--- src/rtl/qrot_mixer.sv ---
module qrot_mixer #(
  parameter int W    = 12,
  parameter bit DOWN = 1'b1
) (
  input  logic                clk,
  input  logic                rst_n,
  input  logic                in_valid,
  input  logic signed [W-1:0] in_i,
  input  logic signed [W-1:0] in_q,
  output logic                out_valid,
  output logic signed [W-1:0] out_i,
  output logic signed [W-1:0] out_q,
  output logic [3:0]          phase_en
);
  localparam logic signed [W-1:0] SMAX = {1'b0, {(W-1){1'b1}}};
  localparam logic signed [W-1:0] SMIN = {1'b1, {(W-1){1'b0}}};

  function automatic logic signed [W-1:0] sneg(input logic signed [W-1:0] x);
    return (x == SMIN) ? SMAX : -x;
  endfunction

  // tap index: 0 = +I, 1 = -I, 2 = +Q, 3 = -Q
  function automatic logic [1:0] isel(input logic [1:0] p);
    case (p)
      2'd0:    return 2'd0;
      2'd1:    return DOWN ? 2'd2 : 2'd3;
      2'd2:    return 2'd1;
      default: return DOWN ? 2'd3 : 2'd2;
    endcase
  endfunction

  function automatic logic [1:0] qsel(input logic [1:0] p);
    case (p)
      2'd0:    return 2'd2;
      2'd1:    return DOWN ? 2'd1 : 2'd0;
      2'd2:    return 2'd3;
      default: return DOWN ? 2'd0 : 2'd1;
    endcase
  endfunction

  logic [1:0]          ph;
  logic signed [W-1:0] tap [4];

  always_comb begin
    tap[0] = in_i;
    tap[1] = sneg(in_i);
    tap[2] = in_q;
    tap[3] = sneg(in_q);
  end

  assign phase_en = 4'b0001 << ph;

  always_ff @(posedge clk or negedge rst_n) begin
    if (!rst_n) begin
      ph        <= 2'd0;
      out_valid <= 1'b0;
      out_i     <= '0;
      out_q     <= '0;
    end else begin
      out_valid <= in_valid;
      if (in_valid) begin
        ph    <= ph + 2'd1;
        out_i <= tap[isel(ph)];
        out_q <= tap[qsel(ph)];
      end
    end
  end
endmodule

--- config.mk ---
export PLATFORM = sky130hd
export DESIGN_NAME = qrot_mixer
export DESIGN_NICKNAME = d
export VERILOG_FILES = /design/src/rtl/qrot_mixer.sv
export SDC_FILE = /design/constraint.sdc
export NUM_CORES = 1
export LEC_CHECK = 0
export BUFFER_PORTS_ARGS = -buffer_cell sky130_fd_sc_hd__buf_2
export CAP_MARGIN = 20
export CELL_PAD_IN_SITES_DETAIL_PLACEMENT = 0
export CELL_PAD_IN_SITES_GLOBAL_PLACEMENT = 1
export CORE_ASPECT_RATIO = 0.9
export CORE_MARGIN = 3
export CORE_UTILIZATION = 42
export CTS_CLUSTER_DIAMETER = 80
export CTS_CLUSTER_SIZE = 16
export DETAILED_ROUTE_END_ITERATION = 10
export PLACE_DENSITY = 0.87
export REMOVE_ABC_BUFFERS = 1
export SLEW_MARGIN = 15
export SYNTH_ARGS = -nofsm -noshare
export SYNTH_HDL_FRONTEND = slang
export SYNTH_SLANG_ARGS = --single-unit
--- constraint.sdc ---
create_clock -name clk -period 3.9 [get_ports clk]
set_input_delay 0.195 -clock clk [delete_from_list [all_inputs] [get_ports clk]]
set_output_delay 0.195 -clock clk [all_outputs]
set_load 0.1 [all_outputs]
==> impl_metrics.json, run 1 <==
{
  "outcome": "completed",
  "synth_edf_count": 0,
  "htreeDepth": 1,
  "syn_area_um2": 2370,
  "ant_nets": 0,
  "holdBufCountCts": 1,
  "wirelength_um": 7700,
  "ys_warn_count": 0,
  "chipWidth_um": 85.1,
  "gp_congestion": 0.937,
  "grt_max_degree": 32,
  "drtIter0Drc": 326,
  "start_util_pct": 44.2,
  "wl_per_cell_um": 18.8,
  "clkSinkCount": 27,
  "synthArstFlopShare_pct": 100,
  "drive_gt1_share_pct": 21.6,
  "synthFlopType": "dfrtp_1",
  "ys_ff_latch": 27,
  "critPathMaxFanout": 12,
  "antenna_found_initial": 0,
  "fin_ws_ps": 1500,
  "via_per_inst": 6.48,
  "cts_tree": "yes",
  "met2_length_um": 3220,
  "pre_cts_ws_ps": 1220,
  "hold_viol": 0,
  "slew_violations": 0,
  "cp-start-kind": "input pin",
  "design.core.area_um2": 5350,
  "die_h_um": 77.2,
  "ys_seq_area_share_pct": 28.6,
  "fin_util_pct": 50.1,
  "grtUsageTotal_pct": 23.7,
  "crit_type": "input pin to register",
  "cp.arrival_ps": 2600,
  "period_needed_ps": 2400,
  "clkTransAtPathRegs_ps": 110,
  "synth_cell_types": 57,
  "worstPathRequired_ps": 4100,
  "top_layer": "met4",
  "finClkSkew_ps": 7.35,
  "endpoint_kind": "register",
  "num_antenna_cells": 0,
  "syn_avg_cell_area_um2": 7.73,
  "min_path_type": "input pin to register",
  "insertion_delay_ps": 290,
  "syn2layout_area_growth_pct": 13.2,
  "die-area_um2": 6570,
  "synthCells": 306,
  "maxClockFrequency_mhz": 417,
  "grt_pass1_vias": 2300,
  "crit_top_cell": "a311oi_1",
  "nets": 376,
  "io_pins": 56,
  "relSlewSlack_pct": 40.8,
  "cts_resized": 0,
  "critical-path-slowest-cell": "nor3b_1",
  "crit_buf_inv": 2,
  "overflow": 0,
  "cts-buffers-inserted": 3,
  "maxCapViolCount": 0,
  "wl_met1_um": 3610,
  "worst_slew_pin_slew_ps": 889,
  "vias": 2650,
  "setup_viol": 0,
  "clock_path_buffers": 2,
  "grt_pass1_wl_um": 12800,
  "period_share_pct": 61.5,
  "critical-path-top-delay-family": "simple AND/OR/NAND/NOR gates",
  "portBuffers": 55,
  "crit_chain": "buf_2 -> inv_1 -> ha_1 -> nor3b_1 -> nand4_1 -> a311oi_1 -> a211oi_1 -> a311oi_1",
  "crit_path_max_incr_delay_ps": 590,
  "drc": 0,
  "wl_met3_um": 799,
  "cts-root-buf": "clkbuf_8",
  "fp-row-count": 25,
  "dr.pass1.iters": 5,
  "cts_setup_buffers": 0,
  "hpwl_um": 5620,
  "fin_tns_setup_ps": 0,
  "rsz0062_at_grt": "no"
}
==> layout make-up <==
cell class / count / area [um2]
clock buffers: 3 / 41.3
inverters: 13 / 48.8
well taps: 67 / 83.8
multi-input cells: 239 / 1510
fillers: 535 / 2670
flip-flops and latches: 27 / 676
clock inverters: 1 / 7.51
repair buffers: 59 / 308
==> metrics by stage <==
step           cell area (um2)  cells  hold slack, ps
2_1_floorplan             2240    279            -101
3_3_place_gp              2610    403             261
3_5_place_dp              2610    403             266
4_1_cts                   2670    408             246
5_1_grt                   2680    409             244
6_report                  2680    409             241
==> flip-flops by register name (all words and copies together), names as in the netlist <==
signal     cells
ph             2
out_q         12
out_valid      1
out_i         12
==> synthesized netlist by cell type, types with 3 or more instances <==
| master | count | area share [%] |
|---|---|---|
| a31oi_1 | 9 | 2.4 |
| a311oi_1 | 4 | 1.5 |
| a211oi_1 | 8 | 2.5 |
| a211o_1 | 3 | 1.1 |
| nand3_1 | 8 | 1.7 |
| a221o_1 | 3 | 1.3 |
| inv_1 | 12 | 1.9 |
| buf_6 | 3 | 1.4 |
| o211ai_1 | 3 | 0.95 |
| o21ai_0 | 27 | 5.7 |
| dfrtp_1 | 27 | 29 |
| a21oi_1 | 19 | 4.0 |
| o221ai_1 | 10 | 3.7 |
| clkbuf_1 | 20 | 3.2 |
| o21a_1 | 6 | 1.9 |
| a21boi_0 | 6 | 1.9 |
| nor4_1 | 5 | 1.3 |
| ha_1 | 6 | 3.2 |
| o311ai_0 | 4 | 1.5 |
| and3_1 | 4 | 1.1 |
| nor3_1 | 14 | 3.0 |
| nand2_1 | 27 | 4.3 |
| nor2_1 | 23 | 3.6 |
| or3_1 | 6 | 1.6 |
| nor3b_1 | 5 | 1.6 |
==> final timing paths <==
kind / start / endpoint / slack, ps / depth (start not counted)
min in group asynchronous: rst_n / out_i[3] / 460 / 2
max in group asynchronous: rst_n / out_i[4] / 3010 / 2
worst min register to register: out_q[7] / out_q[7] / 490 / 1
worst max register to register: ph[0] / out_q[7] / 1540 / 7
worst max-delay path: in_q[0] / out_i[7] / 1500 / 8
worst min-delay path: in_valid / out_valid / 240 / 1
==> routing by layer <==
metal	track usage (%)	vias up
met5	0	-
met4	2.22	0
met3	5.37	10
met2	33.5	157
met1	37.6	1238
li1	-	1245
==> kinds of logic (layout without fill, tap and decap cells) <==
kind of cell	Yosys count	count (layout)	synth area share (%)
compound gates	116	116	33.8
xor+xnor	1	1	0.370
fa+ha+maj	6	6	3.17
buf+inv	40	76	7.46
flops	27	27	28.6
mux	2	2	0.846
simple gates	114	114	25.8
==> cell usage in the layout, fill, tap and decap left out, drive strengths merged, types with 2 or more instances in the layout <==
master,n
inv,13
buf,58
o21a,6
ha,6
o21ai,27
dfrtp,27
nor4,6
and3,4
nor2b,2
a31oi,9
or2,3
nor3b,6
nand4,2
a21boi,6
a211oi,8
a21oi,19
or4,3
mux2i,2
nand3,8
or3,8
nor3,14
o211ai,3
a221o,3
a211o,3
or3b,2
o311ai,6
a311oi,4
clkbuf,3
o21bai,2
o221ai,10
nor2,23
a221oi,2
nand2,27
and4,2
Power of run 1 is not shown: default switching activity piles up to over one toggle a cycle in this logic, so the estimate is an artifact.
==> run 2, diff against run 1 <==
- CORE_UTILIZATION: 42 -> 35
- PLACE_DENSITY: 0.87 -> 0.78
- clock period: 3.9 -> 2.2 ns (I/O delays scaled with it)
==> impl_metrics.json, run 2 (same netlist as run 1, synthesis figures left out) <==
{
  "chipWidth_um": 92.7,
  "cts_tree": "yes",
  "met2_length_um": 3280,
  "min_path_type": "input pin to register",
  "min_from": "in_q[6]",
  "cp-start-kind": "register",
  "top_layer": "met4",
  "drive_gt1_share_pct": 25.8,
  "grt_max_degree": 47,
  "portBuffers": 55,
  "grtUsageTotal_pct": 20.2,
  "whs_path_depth": 3,
  "fin_tns_setup_ps": 0,
  "timing.hold.ws_ps": 171,
  "crit_type": "register to register",
  "layout_commonest_cell": "buf_2",
  "vias": 2615,
  "worstPathRequired_ps": 2350,
  "num_antenna_cells": 0,
  "relSlewSlack_pct": 57.5,
  "outcome": "completed",
  "most-common-layout-cells": "55 x buf_2, 27 x nand2_1, 27 x o21ai_0, 27 x dfrtp_1, 23 x nor2_1",
  "hold_viol": 0,
  "start_util_pct": 37.5,
  "finalNonFillerCells": 448,
  "wl_met3_um": 704,
  "via_per_inst": 5.84,
  "drc": 0,
  "period_share_pct": 89.5,
  "hpwl_um": 6010,
  "insertion_delay_ps": 290,
  "nets": 395,
  "gp_congestion": 0.954,
  "cts-buffers-inserted": 3,
  "fin_util_pct": 45.2,
  "grt_pass1_wl_um": 12500,
  "clock_path_buffers": 2,
  "design.core.area_um2": 6320,
  "wl_per_cell_um": 17.6,
  "rsz0062_at_grt": "no",
  "r2r_start": "ph[0]",
  "ant_nets": 0,
  "overflow": 0,
  "dpl.cell_count": 443,
  "reg_top3": "out_i: 12 flops, out_q: 12 flops, ph: 2 flops",
  "syn2layout_area_growth_pct": 20.7,
  "setup_viol": 0,
  "r2r_slack_ps": 230,
  "maxCapViolCount": 0,
  "io_pins": 56,
  "crit_chain": "ha_1 -> o21bai_1 -> or2_2 -> a31oi_1 -> o21ai_0 -> o311ai_0",
  "clkSinkCount": 27,
  "clkTransAtPathRegs_ps": 100,
  "endpoint_kind": "register",
  "slew_violations": 0,
  "rr_worst_depth": 6,
  "hold_end": "out_q[6]",
  "finClkSkew_ps": 5.20,
  "cp.arrival_ps": 2120,
  "wirelength_um": 7900,
  "antenna_found_initial": 0,
  "fp-row-count": 27,
  "period_needed_ps": 1970,
  "r2r_end": "out_q[3]",
  "critPathMaxFanout": 10,
  "die_h_um": 84,
  "drtIter0Drc": 255,
  "maxClockFrequency_mhz": 508,
  "grt_pass1_vias": 2316,
  "worst_slew_pin_slew_ps": 638,
  "dr.pass1.iters": 5,
  "die-area_um2": 7780,
  "crit_path_max_incr_delay_ps": 440,
  "fillers": 655,
  "critical-path-slowest-cell": "dfrtp_1",
  "cts-root-buf": "clkbuf_8",
  "htreeDepth": 1,
  "cts_resized": 0,
  "wl_met1_um": 3870
}
==> run 2: changes by cell type in the layout (fill, tap and decap cells not counted) <==
cell	before	now
buf_4	3	21
clkinvlp_4	1	0
buf_12	0	1
clkinv_2	0	1
==> run 2: what timing repair did <==
item                      in CTS  in global routing
hold buffers                   1                  0
hold endpoints to repair      27                  0
setup buffers                  0                  0
==> run 2: how the worst max path moves through the flow <==
stage,startpoint,end,cells after the start
floorplan,ph[0],out_q[3],7
global route,ph[0],out_i[7],8
CTS,ph[0],out_q[3],6
detailed placement,in_q[0],out_q[8],8
global placement,in_q[0],out_q[8],8
finish,ph[0],out_q[3],6
==> run 2: worst max-delay path, delay by kind of cell, from the launching register on <==
| kind | cells | cell delay [ps] |
|---|---|---|
| simple gates | 1 | 420 |
| compound gates | 4 | 690 |
| flops | 1 | 440 |
| fa+ha+maj | 1 | 290 |
==> run 2: final cells by class <==
type / instances / area (um2) / share of cell area (%)
clock inverter: 1 / 5.00 / 0.175
multi-input combinational: 239 / 1510 / 53.0
clock buffer: 3 / 41.3 / 1.45
timing repair buffer: 78 / 463 / 16.2
inverter: 13 / 48.8 / 1.71
sequential: 27 / 676 / 23.7
tap: 87 / 109 / 3.81
==> run 2: through the flow <==
step           worst slack (ps)  area (um2)
2_1_floorplan              -520        2240
3_3_place_gp              -22.2        2800
3_5_place_dp              -24.2        2800
4_1_cts                     219        2860
5_1_grt                    73.5        2860
6_report                    232        2860
==> run 2: layer usage <==
| metal | vias to the layer above | global-route usage, % |
|---|---|---|
| met5 | - | 0 |
| met4 | 0 | 2.93 |
| met3 | 6 | 4.06 |
| met2 | 121 | 29.4 |
| met1 | 1212 | 31.0 |
| li1 | 1276 | - |
Power of run 2 is left out for the same reason.
